[src/rtl/paged_xlate_pkg.sv]
package paged_xlate_pkg;

    typedef enum logic [1:0] {
        CAUSE_NONE    = 2'd0,
        CAUSE_BOUND   = 2'd1,
        CAUSE_INVALID = 2'd2,
        CAUSE_PROT    = 2'd3
    } xl_cause_e;

    typedef enum logic {
        ST_IDLE = 1'b0,
        ST_WALK = 1'b1
    } xl_state_e;

endpackage

[src/rtl/paged_xlate_tlb.sv]
module paged_xlate_tlb #(
    parameter int TLB_N   = 4,
    parameter int PAGE_W  = 2,
    parameter int FRAME_W = 3
) (
    input  logic               clk,
    input  logic               rst_n,
    input  logic               flush_i,
    input  logic [PAGE_W-1:0]  lk_page_i,
    output logic               hit_o,
    output logic [FRAME_W-1:0] hit_frame_o,
    output logic               hit_rw_o,
    input  logic               fill_en_i,
    input  logic [PAGE_W-1:0]  fill_page_i,
    input  logic [FRAME_W-1:0] fill_frame_i,
    input  logic               fill_rw_i
);
    localparam int IDX_W = (TLB_N > 1) ? $clog2(TLB_N) : 1;

    typedef struct packed {
        logic               valid;
        logic [PAGE_W-1:0]  tag;
        logic [FRAME_W-1:0] frame;
        logic               rw;
    } ent_t;

    typedef struct packed {
        ent_t [TLB_N-1:0] ent;
        logic [IDX_W-1:0] vic;
    } tlb_t;

    tlb_t s_d, s_q;
    logic [TLB_N-1:0] hit_vec;
    logic [TLB_N-1:0] valid_vec;

    for (genvar gi = 0; gi < TLB_N; gi++) begin : g_match
        assign hit_vec[gi]   = s_q.ent[gi].valid && (s_q.ent[gi].tag == lk_page_i);
        assign valid_vec[gi] = s_q.ent[gi].valid;
    end

    always_comb begin
        hit_frame_o = '0;
        hit_rw_o    = 1'b0;
        for (int i = 0; i < TLB_N; i++) begin
            if (hit_vec[i]) begin
                hit_frame_o = hit_frame_o | s_q.ent[i].frame;
                hit_rw_o    = hit_rw_o | s_q.ent[i].rw;
            end
        end
    end
    assign hit_o = |hit_vec;

    always_comb begin
        s_d = s_q;
        if (fill_en_i) begin
            s_d.ent[s_q.vic].valid = 1'b1;
            s_d.ent[s_q.vic].tag   = fill_page_i;
            s_d.ent[s_q.vic].frame = fill_frame_i;
            s_d.ent[s_q.vic].rw    = fill_rw_i;
            s_d.vic = (s_q.vic == IDX_W'(TLB_N - 1)) ? '0 : s_q.vic + IDX_W'(1);
        end
        if (flush_i) begin
            for (int i = 0; i < TLB_N; i++) begin
                s_d.ent[i].valid = 1'b0;
            end
        end
    end

    always_ff @(posedge clk) begin
        if (!rst_n) begin
            s_q <= '0;
        end else begin
            s_q <= s_d;
        end
    end

    AST_TLB_ONE_MATCH: assert property (@(posedge clk) disable iff (!rst_n)
        $onehot0(hit_vec));

    AST_FLUSH_EMPTIES: assert property (@(posedge clk) disable iff (!rst_n)
        flush_i |=> (valid_vec == '0));

endmodule

[src/rtl/paged_xlate_chk.sv]
module paged_xlate_chk
    import paged_xlate_pkg::*;
(
    input  logic      in_bound_i,
    input  logic      pte_valid_i,
    input  logic      pte_rw_i,
    input  logic      write_i,
    output xl_cause_e cause_o
);
    always_comb begin
        if (!in_bound_i) begin
            cause_o = CAUSE_BOUND;
        end else if (!pte_valid_i) begin
            cause_o = CAUSE_INVALID;
        end else if (write_i && !pte_rw_i) begin
            cause_o = CAUSE_PROT;
        end else begin
            cause_o = CAUSE_NONE;
        end
    end

    always_comb begin
        assert (!(cause_o == CAUSE_PROT && !write_i));
    end

endmodule

[src/rtl/paged_xlate.sv]
module paged_xlate
    import paged_xlate_pkg::*;
#(
    parameter int LA_W    = 4,
    parameter int OFF_W   = 2,
    parameter int FRAME_W = 3,
    parameter int MEM_AW  = 8,
    parameter int TLB_N   = 4
) (
    input  logic                    clk,
    input  logic                    rst_n,
    input  logic                    req_valid_i,
    output logic                    req_ready_o,
    input  logic [LA_W-1:0]         req_addr_i,
    input  logic                    req_write_i,
    output logic                    rsp_valid_o,
    output logic [FRAME_W+OFF_W-1:0] rsp_paddr_o,
    output logic                    rsp_fault_o,
    output logic [1:0]              rsp_cause_o,
    output logic                    mem_rd_req_o,
    output logic [MEM_AW-1:0]       mem_rd_addr_o,
    input  logic                    mem_rd_valid_i,
    input  logic [FRAME_W+1:0]      mem_rd_data_i,
    input  logic [MEM_AW-1:0]       ptbr_i,
    input  logic [LA_W-OFF_W:0]     ptlr_i,
    input  logic                    flush_i
);
    localparam int PAGE_W = LA_W - OFF_W;
    localparam int PA_W   = FRAME_W + OFF_W;
    localparam int LEN_W  = PAGE_W + 1;

    typedef struct packed {
        xl_state_e          st;
        logic [PAGE_W-1:0]  page;
        logic [OFF_W-1:0]   off;
        logic               write;
        logic [MEM_AW-1:0]  rd_addr;
        logic               rsp_valid;
        logic [PA_W-1:0]    rsp_paddr;
        xl_cause_e          rsp_cause;
    } regs_t;

    regs_t s_d, s_q;

    logic [PAGE_W-1:0]  req_page;
    logic [OFF_W-1:0]   req_off;
    logic               in_bound;
    logic               tlb_hit;
    logic [FRAME_W-1:0] tlb_frame;
    logic               tlb_rw;
    logic               pte_valid;
    logic               pte_rw;
    logic [FRAME_W-1:0] pte_frame;
    logic               fill_en;
    logic               chk_inb, chk_valid, chk_rw, chk_wr;
    xl_cause_e          chk_cause;
    logic               idle;

    assign req_page  = req_addr_i[LA_W-1:OFF_W];
    assign req_off   = req_addr_i[OFF_W-1:0];
    assign in_bound  = {1'b0, req_page} < ptlr_i;
    assign pte_valid = mem_rd_data_i[0];
    assign pte_rw    = mem_rd_data_i[1];
    assign pte_frame = mem_rd_data_i[FRAME_W+1:2];
    assign idle      = (s_q.st == ST_IDLE);

    paged_xlate_tlb #(
        .TLB_N   (TLB_N),
        .PAGE_W  (PAGE_W),
        .FRAME_W (FRAME_W)
    ) tlb_i (
        .clk          (clk),
        .rst_n        (rst_n),
        .flush_i      (flush_i),
        .lk_page_i    (req_page),
        .hit_o        (tlb_hit),
        .hit_frame_o  (tlb_frame),
        .hit_rw_o     (tlb_rw),
        .fill_en_i    (fill_en),
        .fill_page_i  (s_q.page),
        .fill_frame_i (pte_frame),
        .fill_rw_i    (pte_rw)
    );

    assign chk_inb   = idle ? in_bound    : 1'b1;
    assign chk_valid = idle ? 1'b1        : pte_valid;
    assign chk_rw    = idle ? tlb_rw      : pte_rw;
    assign chk_wr    = idle ? req_write_i : s_q.write;

    paged_xlate_chk chk_i (
        .in_bound_i  (chk_inb),
        .pte_valid_i (chk_valid),
        .pte_rw_i    (chk_rw),
        .write_i     (chk_wr),
        .cause_o     (chk_cause)
    );

    always_comb begin
        s_d           = s_q;
        s_d.rsp_valid = 1'b0;
        s_d.rsp_cause = CAUSE_NONE;
        s_d.rsp_paddr = '0;
        fill_en       = 1'b0;
        case (s_q.st)
            ST_IDLE: begin
                if (req_valid_i) begin
                    s_d.page    = req_page;
                    s_d.off     = req_off;
                    s_d.write   = req_write_i;
                    s_d.rd_addr = ptbr_i + MEM_AW'(req_page);
                    if (!in_bound || tlb_hit) begin
                        s_d.rsp_valid = 1'b1;
                        s_d.rsp_cause = chk_cause;
                        if (chk_cause == CAUSE_NONE) begin
                            s_d.rsp_paddr = {tlb_frame, req_off};
                        end
                    end else begin
                        s_d.st = ST_WALK;
                    end
                end
            end
            ST_WALK: begin
                if (mem_rd_valid_i) begin
                    s_d.st        = ST_IDLE;
                    s_d.rsp_valid = 1'b1;
                    s_d.rsp_cause = chk_cause;
                    fill_en       = pte_valid;
                    if (chk_cause == CAUSE_NONE) begin
                        s_d.rsp_paddr = {pte_frame, s_q.off};
                    end
                end
            end
            default: s_d.st = ST_IDLE;
        endcase
    end

    always_ff @(posedge clk) begin
        if (!rst_n) begin
            s_q <= '0;
        end else begin
            s_q <= s_d;
        end
    end

    assign req_ready_o   = idle;
    assign mem_rd_req_o  = (s_q.st == ST_WALK);
    assign mem_rd_addr_o = s_q.rd_addr;
    assign rsp_valid_o   = s_q.rsp_valid;
    assign rsp_paddr_o   = s_q.rsp_paddr;
    assign rsp_cause_o   = s_q.rsp_cause;
    assign rsp_fault_o   = s_q.rsp_cause != CAUSE_NONE;

    AST_BOUND_NO_READ: assert property (@(posedge clk) disable iff (!rst_n)
        (req_valid_i && req_ready_o && ({1'b0, req_addr_i[LA_W-1:OFF_W]} >= ptlr_i))
        |=> (rsp_valid_o && rsp_cause_o == 2'd1 && !mem_rd_req_o));

    AST_WALK_ADDR_HELD: assert property (@(posedge clk) disable iff (!rst_n)
        (mem_rd_req_o && !mem_rd_valid_i) |=> (mem_rd_req_o && $stable(mem_rd_addr_o)));

    AST_WALK_RSP_NEXT: assert property (@(posedge clk) disable iff (!rst_n)
        (mem_rd_req_o && mem_rd_valid_i) |=> (rsp_valid_o && !mem_rd_req_o));

    AST_HIT_NEXT: assert property (@(posedge clk) disable iff (!rst_n)
        (req_valid_i && req_ready_o && tlb_hit && in_bound) |=> (rsp_valid_o && !mem_rd_req_o));

    AST_FAULT_WITH_RSP: assert property (@(posedge clk) disable iff (!rst_n)
        rsp_fault_o |-> rsp_valid_o);

    AST_FAULT_PULSE: assert property (@(posedge clk) disable iff (!rst_n)
        rsp_fault_o |=> (!rsp_fault_o || $past(req_valid_i && req_ready_o)));

    AST_BUSY_NOT_READY: assert property (@(posedge clk) disable iff (!rst_n)
        mem_rd_req_o |-> !req_ready_o);

    AST_FILL_PRESENT: assert property (@(posedge clk) disable iff (!rst_n)
        fill_en |-> (mem_rd_req_o && mem_rd_valid_i && mem_rd_data_i[0]));

endmodule

[config.mk]
export PLATFORM = sky130hd
export DESIGN_NAME = paged_xlate
export DESIGN_NICKNAME = d
export VERILOG_FILES = /design/src/rtl/paged_xlate_pkg.sv /design/src/rtl/paged_xlate_tlb.sv /design/src/rtl/paged_xlate_chk.sv /design/src/rtl/paged_xlate.sv
export SDC_FILE = /design/constraint.sdc
export NUM_CORES = 1
export LEC_CHECK = 0
export ABC_AREA = 0
export BUFFER_PORTS_ARGS = -buffer_cell sky130_fd_sc_hd__buf_4
export CAP_MARGIN = 20
export CORE_MARGIN = 4
export CORE_UTILIZATION = 35
export DETAILED_ROUTE_END_ITERATION = 12
export HOLD_SLACK_MARGIN = 0.1
export PLACE_DENSITY = 0.61
export SKIP_CTS_REPAIR_TIMING = 1
export SLEW_MARGIN = 20
export SYNTH_ARGS = -nofsm -noshare
export SYNTH_HDL_FRONTEND = slang
export SYNTH_SLANG_ARGS = --single-unit
export TNS_END_PERCENT = 20
[constraint.sdc]
create_clock -name clk -period 2.45 [get_ports clk]
set_input_delay 0.1225 -clock clk [delete_from_list [all_inputs] [get_ports clk]]
set_output_delay 0.1225 -clock clk [all_outputs]
set_load 0.05 [all_outputs]
======== Word level (Yosys, flattened, before mapping) ========
Index checks and enable logic that the tools add are counted.
operators by class
  equality and inequality tests ........... 5
  div/mod/pow operators ................... 0
  multipliers ............................. 0
  multiplexer cells ....................... 39
  reductions and logical operators ........ 14
  shifts and indexed selects .............. 0
  bitwise logic cells ..................... 8
  magnitude comparators ................... 3
  add/subtract/negate cells ............... 2
operators with widths
  cell                                                                number
  bitwise mux 28 bit                                                  4
  demux 7 bit (select 2 bit)                                          4
  2-to-1 mux 22 bit                                                   1
  2-to-1 mux 8 bit                                                    2
  case mux 8 bit (2 select lines)                                     1
  2-to-1 mux 1 bit                                                    13
  2-to-1 mux 3 bit                                                    4
  2-to-1 mux 5 bit                                                    2
  OR 3 bit                                                            3
  adder 8 x 2 -> 8 bit                                                1
  equality test 2 bit                                                 4
  2-to-1 mux 2 bit                                                    4
  2-to-1 mux 7 bit                                                    1
  logical AND 1 bit                                                   6
  2-to-1 mux 6 bit                                                    1
  2-to-1 mux 4 bit                                                    1
  OR reduction 4 bit                                                  1
  less-than comparator 2 x 3 -> 1 bit                                 1
  less-than comparator 2 x 3 -> 1 bit (second input constant)         1
  OR 1 bit                                                            3
  adder 2 x 1 -> 2 bit (second input constant)                        1
  equality test 2 bit (second input constant)                         1
  greater-or-equal comparator 2 x 1 -> 1 bit (second input constant)  1
  zero test 1 bit                                                     2
  other kinds (7)                                                     8
word-level totals
  flip-flop bits (word level) ............. 52
  output and inout bits ................... 19
  RAM bits ................................ 0
  bits in latches ......................... 0
  memories kept ........................... 0
  memory bits (read-only) ................. 0
  input port bits ......................... 26
  logic and storage cells ................. 96

======== Depth between registers and ports, before layout ========
  depth after elaboration ................. 20
  gate-level depth with buffers ........... 8
  gate-level depth less buffers ........... 7

======== Cells and area by module ========
Synthesis repeated with hierarchy kept, for this count alone.
second synthesis, totals
  cells, all modules ...................... 319
  area, all modules ....................... 2608.8 sq um
modules (own cells, without submodules)
  module           area an instance (sq um)  cells each  seq. area each (sq um)  instances
  paged_xlate_tlb  1467.7                    185         600.6                   1
  paged_xlate      1114.8                    130         440.4                   1
  paged_xlate_chk  26.3                      4           0.0                     1

======== Worst setup path before layout ========
OpenSTA, ideal clock, no wires.
  path type ............................... flip-flop to flip-flop
  start point ............................. reg s_q, in the netlist mem_rd_req_o
  end point ............................... reg s_q, in the netlist rsp_paddr_o[0]
  period minus slack after synthesis ...... 2.078 ns
  data arrival time ....................... 2.013 ns
  stages on the path, launching flop included .. 7
  setup time .............................. 0.065 ns
  setup slack ............................. 0.372 ns
  required time ........................... 2.385 ns
  path buffers ............................ 0
  cell sequence ........................... dfxtp_1 -> inv_1 -> nand2_1 -> a221oi_1 -> a32o_1 -> or3_4 -> nor2_1
on the way
  elaborated cells between the ends (all ways) .. 17
  classes of those cells .................. mux (13); bitwise (1); reduce/logical (3)
RTL lines
  element                          line                RTL
  from (decl)                      paged_xlate.sv:43   regs_t s_d, s_q;
  from (signal assigned)           paged_xlate.sv:139  s_q <= '0;
  from (signal assigned)           paged_xlate.sv:141  s_q <= s_d;
  NOT 1 bit (no line)              -
  via req_ready_o                  paged_xlate.sv:13   output logic req_ready_o,
  case mux 8 bit (2 select lines)  paged_xlate.sv:104  case (s_q.st)
The timed path passes the listed nets, and every way through them passes these cells.
A chain may end at the register's enable or synchronous reset.

======== Final worst setup path ========
  start point ............................. reg tlb_i.s_q[7] (netlist name)
  end point ............................... reg s_q, in the netlist rsp_paddr_o[2]
on the way
  word-level cells in the longest chain between the ends .. 20
  elaborated cells between the ends (all ways) .. 31
  classes of those cells .................. eq/ne (1); mux (18); bitwise (6); reduce/logical (6)
RTL lines
  element                              line                                    RTL
  from (decl)                          paged_xlate_tlb.sv:32                   tlb_t s_d, s_q;
  from (signal assigned)               paged_xlate_tlb.sv:71                   s_q <= '0;
  from (signal assigned)               paged_xlate_tlb.sv:73                   s_q <= s_d;
  equality test 2 bit (*)              paged_xlate_tlb.sv:37                   assign hit_vec[gi] = s_q.ent[gi].valid && (s_q.ent[gi].tag == lk_page_i);
  logical AND 1 bit (*)                paged_xlate_tlb.sv:37
  2-to-1 mux 1 bit                     paged_xlate_tlb.sv:45                   if (hit_vec[i]) begin
  OR 1 bit                             paged_xlate_tlb.sv:47                   hit_rw_o = hit_rw_o | s_q.ent[i].rw;
  2-to-1 mux 1 bit                     paged_xlate_tlb.sv:45
  OR 1 bit                             paged_xlate_tlb.sv:47
  2-to-1 mux 1 bit                     paged_xlate_tlb.sv:45
  OR 1 bit                             paged_xlate_tlb.sv:47
  (+4 left out)                        -
  2-to-1 mux 2 bit                     paged_xlate_chk.sv:15                   end else if (write_i && !pte_rw_i) begin
  2-to-1 mux 2 bit                     paged_xlate_chk.sv:13                   end else if (!pte_valid_i) begin
  2-to-1 mux 2 bit                     paged_xlate_chk.sv:11                   if (!in_bound_i) begin
  zero test 2 bit                      paged_xlate.sv:114, paged_xlate.sv:128
  2-to-1 mux 5 bit                     paged_xlate.sv:114                      if (chk_cause == CAUSE_NONE) begin
  2-to-1 mux 8 bit                     paged_xlate.sv:111                      if (!in_bound || tlb_hit) begin
  2-to-1 mux 22 bit                    paged_xlate.sv:106                      if (req_valid_i) begin
  case mux 8 bit (2 select lines) (*)  paged_xlate.sv:104
Every way passes the cells marked *; elsewhere a longest branch is shown, timed or not.

==> run summary <==
* 17.61% — signed area change from the synthesized netlist to the final layout
* 29 — Row Count
* 18.04% — fraction of final layout cells with drive strength greater than 1
* 9025 um — first-pass GRT wire length
* 111 — drt initial violations
* 295 — cell count after synthesis
* 0 ns — setup total negative slack
* 0.09 ns — Reg clk slew, reported paths
* 0 — warning count from the yosys run
* 0.4535 mW — net switching power figure
* 73.33% — portion of the clock cycle consumed by the worst path in the final layout
* 0 — Overflow after GRT
* 2.975% — GR Util met3
* dfxtp_1 43%, nand2_1 11%, a21oi_1 7.3%, buf_4 4.7%, xnor2_1 4.4% — top cells by area, synth
* 52 — post-synthesis sequential element count
* 8273 sq um — Die ar.
* 4 — first drt pass iteration count
* 13.59% — total global routing track utilization
* 21.09% — post-synthesis simple-gate area fraction
* 389 — placed insts
* 6 — crit-path max FO
* 0.0002101 V — maximum VDD drop
* 0 — endpoints failing setup
* 0% — post-synthesis mux area share
* 1.659 mW — Tot Pwr
* 45 — I/O pin count
* reg -> reg — kind of critical path
* met2 — busiest layer in global routing
* 1805 — vias in the first global route
* 0 — number of synthesized flops with an enable pin
* 0% — asr flop ratio synth
* 0.8196 — gpl congestion
* 4.963 — vias per cell
* 43.22% — area share of the leading cell type in the synthesized netlist
* flop — Critical Path Sink Type
* 90.96 um — die outline width
* 2409 sq um — Netlist Area Pre-Place
* 27.33% — switching share of power
* 66.68% — relative max-transition margin
* 5.091% — share of the synthesized netlist area taken by xor and xnor gates
* nand2_1 — most frequently used cell type in the post-synthesis netlist
* 0 — Max Transition Viols Final
* 1.797 ns — post-route minimum period
* 5 — clock buffer count from CTS
* completed — outcome
* 2 — count of H-tree levels built during CTS
* clkbuf_8 — Clock Tree Root
* 1.206 mW — design internal power
* 16.5% — logic gate share of total power
* 556.6 MHz — top achievable clock speed
* 17.04% — share of the synthesized area in compound gates (AO/OA/AOI/OAI)
* 73 x nand2_1, 52 x dfxtp_1, 35 x a21oi_1 — list of most frequent post-synthesis cells
* 0.4993 ns — pin slew with the least headroom to its limit
* 90.96 um — height of the die
* 2.04 ns — WP data arrival
* 0 — Hold Vio Cnt, Final
* 0 — DRC violation count after routing
* dfxtp_1 — cell accounting for the most synthesized area
* in -> reg — Min-Delay Path Class
* 0.1032 ns — Worst Hold Margin
* 404 — filler-free cell count of the finished design
* 0.006688 ns — Clock Skews
* 8.165 sq um — mean instance size in the synthesized netlist
* no — RSZ-0062 raised after global routing
* 1.105 nW — P_leak
* 6531 sq um — area of the core region
* 4109 um — estimated wirelength of the detail-placed design
* 44 — count of input and output buffers
* 0 — Ant. Diodes
* 4.468% — post-synthesis adder-cell area fraction
* 0 — number of antenna violations at the first check in global routing
* 30.1% — share of power burned in the clock network
* flop — kind of start point of the critical path
* 329 — number of nets produced by synthesis
* 18.41% — global routing met1 resource utilization
* 360 — final net count
* 52 — clock sink count
* 0 — number of max-cap violations
* 5627 um — Post-Route WL
* 23 — largest net degree at the start of global routing
* 0 — final antenna-violating net count
* 585.7 nW/um^2 — Pwr Density
* 21.28% — global routing met2 resource utilization
* 0.30 ns — clock latency on the worst-skew pair
* built — clock tree from TritonCTS
* 13.93 um — routed wirelength normalized by instance count
* 2005 — vias after detailed routing
* 36.88% — starting utilization of the core area
* simple AND/OR/NAND/NOR gates — largest family of logic cells by synthesized area
* 53.4% — sequential share of power
* 43.22% — share of synthesized area occupied by flip-flops and latches
* 2 — maximum clock path buffer count
* 2.69 ns — required time of the worst setup path
* dfxtp_1 — most frequently used flop master after synthesis
* 33 — distinct cell type count after synthesis
[layer usage]
layer	vias to the layer above	share of wire (%)
li1	1023	-
met2	44	47
met5	-	0
met3	7	4.0
met4	0	1.4
met1	931	48
[sequential cells by signal, summed over array words and instances, names as in the netlist]
register and count:
s_q 5, rsp_paddr_o 5, rsp_cause_o 2, mem_rd_req_o 1, tlb_i.s_q 30, mem_rd_addr_o 8
rsp_valid_o 1
[power groups by stage]
stage | combinational, mW | sequential, mW | clock, mW
4_1_cts | 0.266 | 0.886 | 0.519
3_5_place_dp | 0.266 | 0.905 | 0
6_report | 0.274 | 0.885 | 0.499
5_1_grt | 0.295 | 0.889 | 0.549
3_3_place_gp | 0.264 | 0.905 | 0
2_1_floorplan | 0.184 | 0.908 | 0
[critical path: stages (launching register included)]
cell	delay, ns
dfxtp_1	0.37
xnor2_1	0.12
and3_1	0.34
a221oi_1	0.13
a32o_1	0.27
or3_4	0.40
nor2_1	0.11
[cell families (layout without fill, tap and decap cells)]
| family | after synthesis | in the layout |
|---|---|---|
| AND/OR/NAND/NOR | 117 | 117 |
| flip-flops | 52 | 52 |
| buffers and inverters | 39 | 71 |
| adder cells (fa/ha/maj) | 8 | 8 |
| XOR/XNOR | 14 | 14 |
| AO/OA/AOI/OAI | 65 | 65 |
[placed cells by master (no fill, tap or decap), types with 2 or more instances in the layout]
master | Yosys | final
xor2_1 | 2 | 2
clkbuf_8 | 0 | 6
and3_4 | 2 | 2
nor2b_1 | 2 | 2
a22oi_1 | 12 | 12
a211oi_1 | 6 | 6
a21oi_1 | 35 | 35
clkbuf_1 | 12 | 2
dlygate4sd3_1 | 0 | 7
dfxtp_1 | 52 | 52
nand3_1 | 2 | 2
ha_1 | 7 | 7
o21a_1 | 5 | 5
nand2_1 | 73 | 73
buf_4 | 15 | 47
and2_1 | 5 | 5
nor2_1 | 24 | 24
inv_1 | 9 | 9
or3_4 | 2 | 2
and3_1 | 3 | 3
xnor2_1 | 12 | 12
[per-stage QoR]
step / setup WS (ns) / utilization [%] / instance area (sq um)
floorplan: 0.3723 / - / 2409
global placement: 0.7271 / 40.92 / 2673
detailed placement: 0.6942 / 40.92 / 2673
CTS: 0.6564 / 42.30 / 2763
global route: 0.5072 / 43.37 / 2833
finish: 0.6533 / 43.37 / 2833
[path summary, 6_finish.rpt]
check	startpoint	endpoint	slack (ns)	cells after the start
setup / recovery	tlb_i.s_q[7]$_SDFFE_PN0P_	rsp_paddr_o[2]$_SDFF_PN0_	0.65	6
hold / removal	flush_i	tlb_i.s_q[15]$_SDFFE_PP0P_	0.10	3
setup reg to reg	tlb_i.s_q[7]$_SDFFE_PN0P_	rsp_paddr_o[2]$_SDFF_PN0_	0.65	6
hold reg to reg	tlb_i.s_q[11]$_SDFFE_PN0P_	tlb_i.s_q[11]$_SDFFE_PN0P_	0.46	2
[cell type report]
cell class	count	area, sq um
multi-input cells	204	1149
clock buffers	8	90.09
flip-flops and latches	52	1041
inverters	9	33.78
well taps	77	96.34
fillers	667	3699
repair buffers	54	422.9
Note: power is estimated with default switching activity, not from simulation.
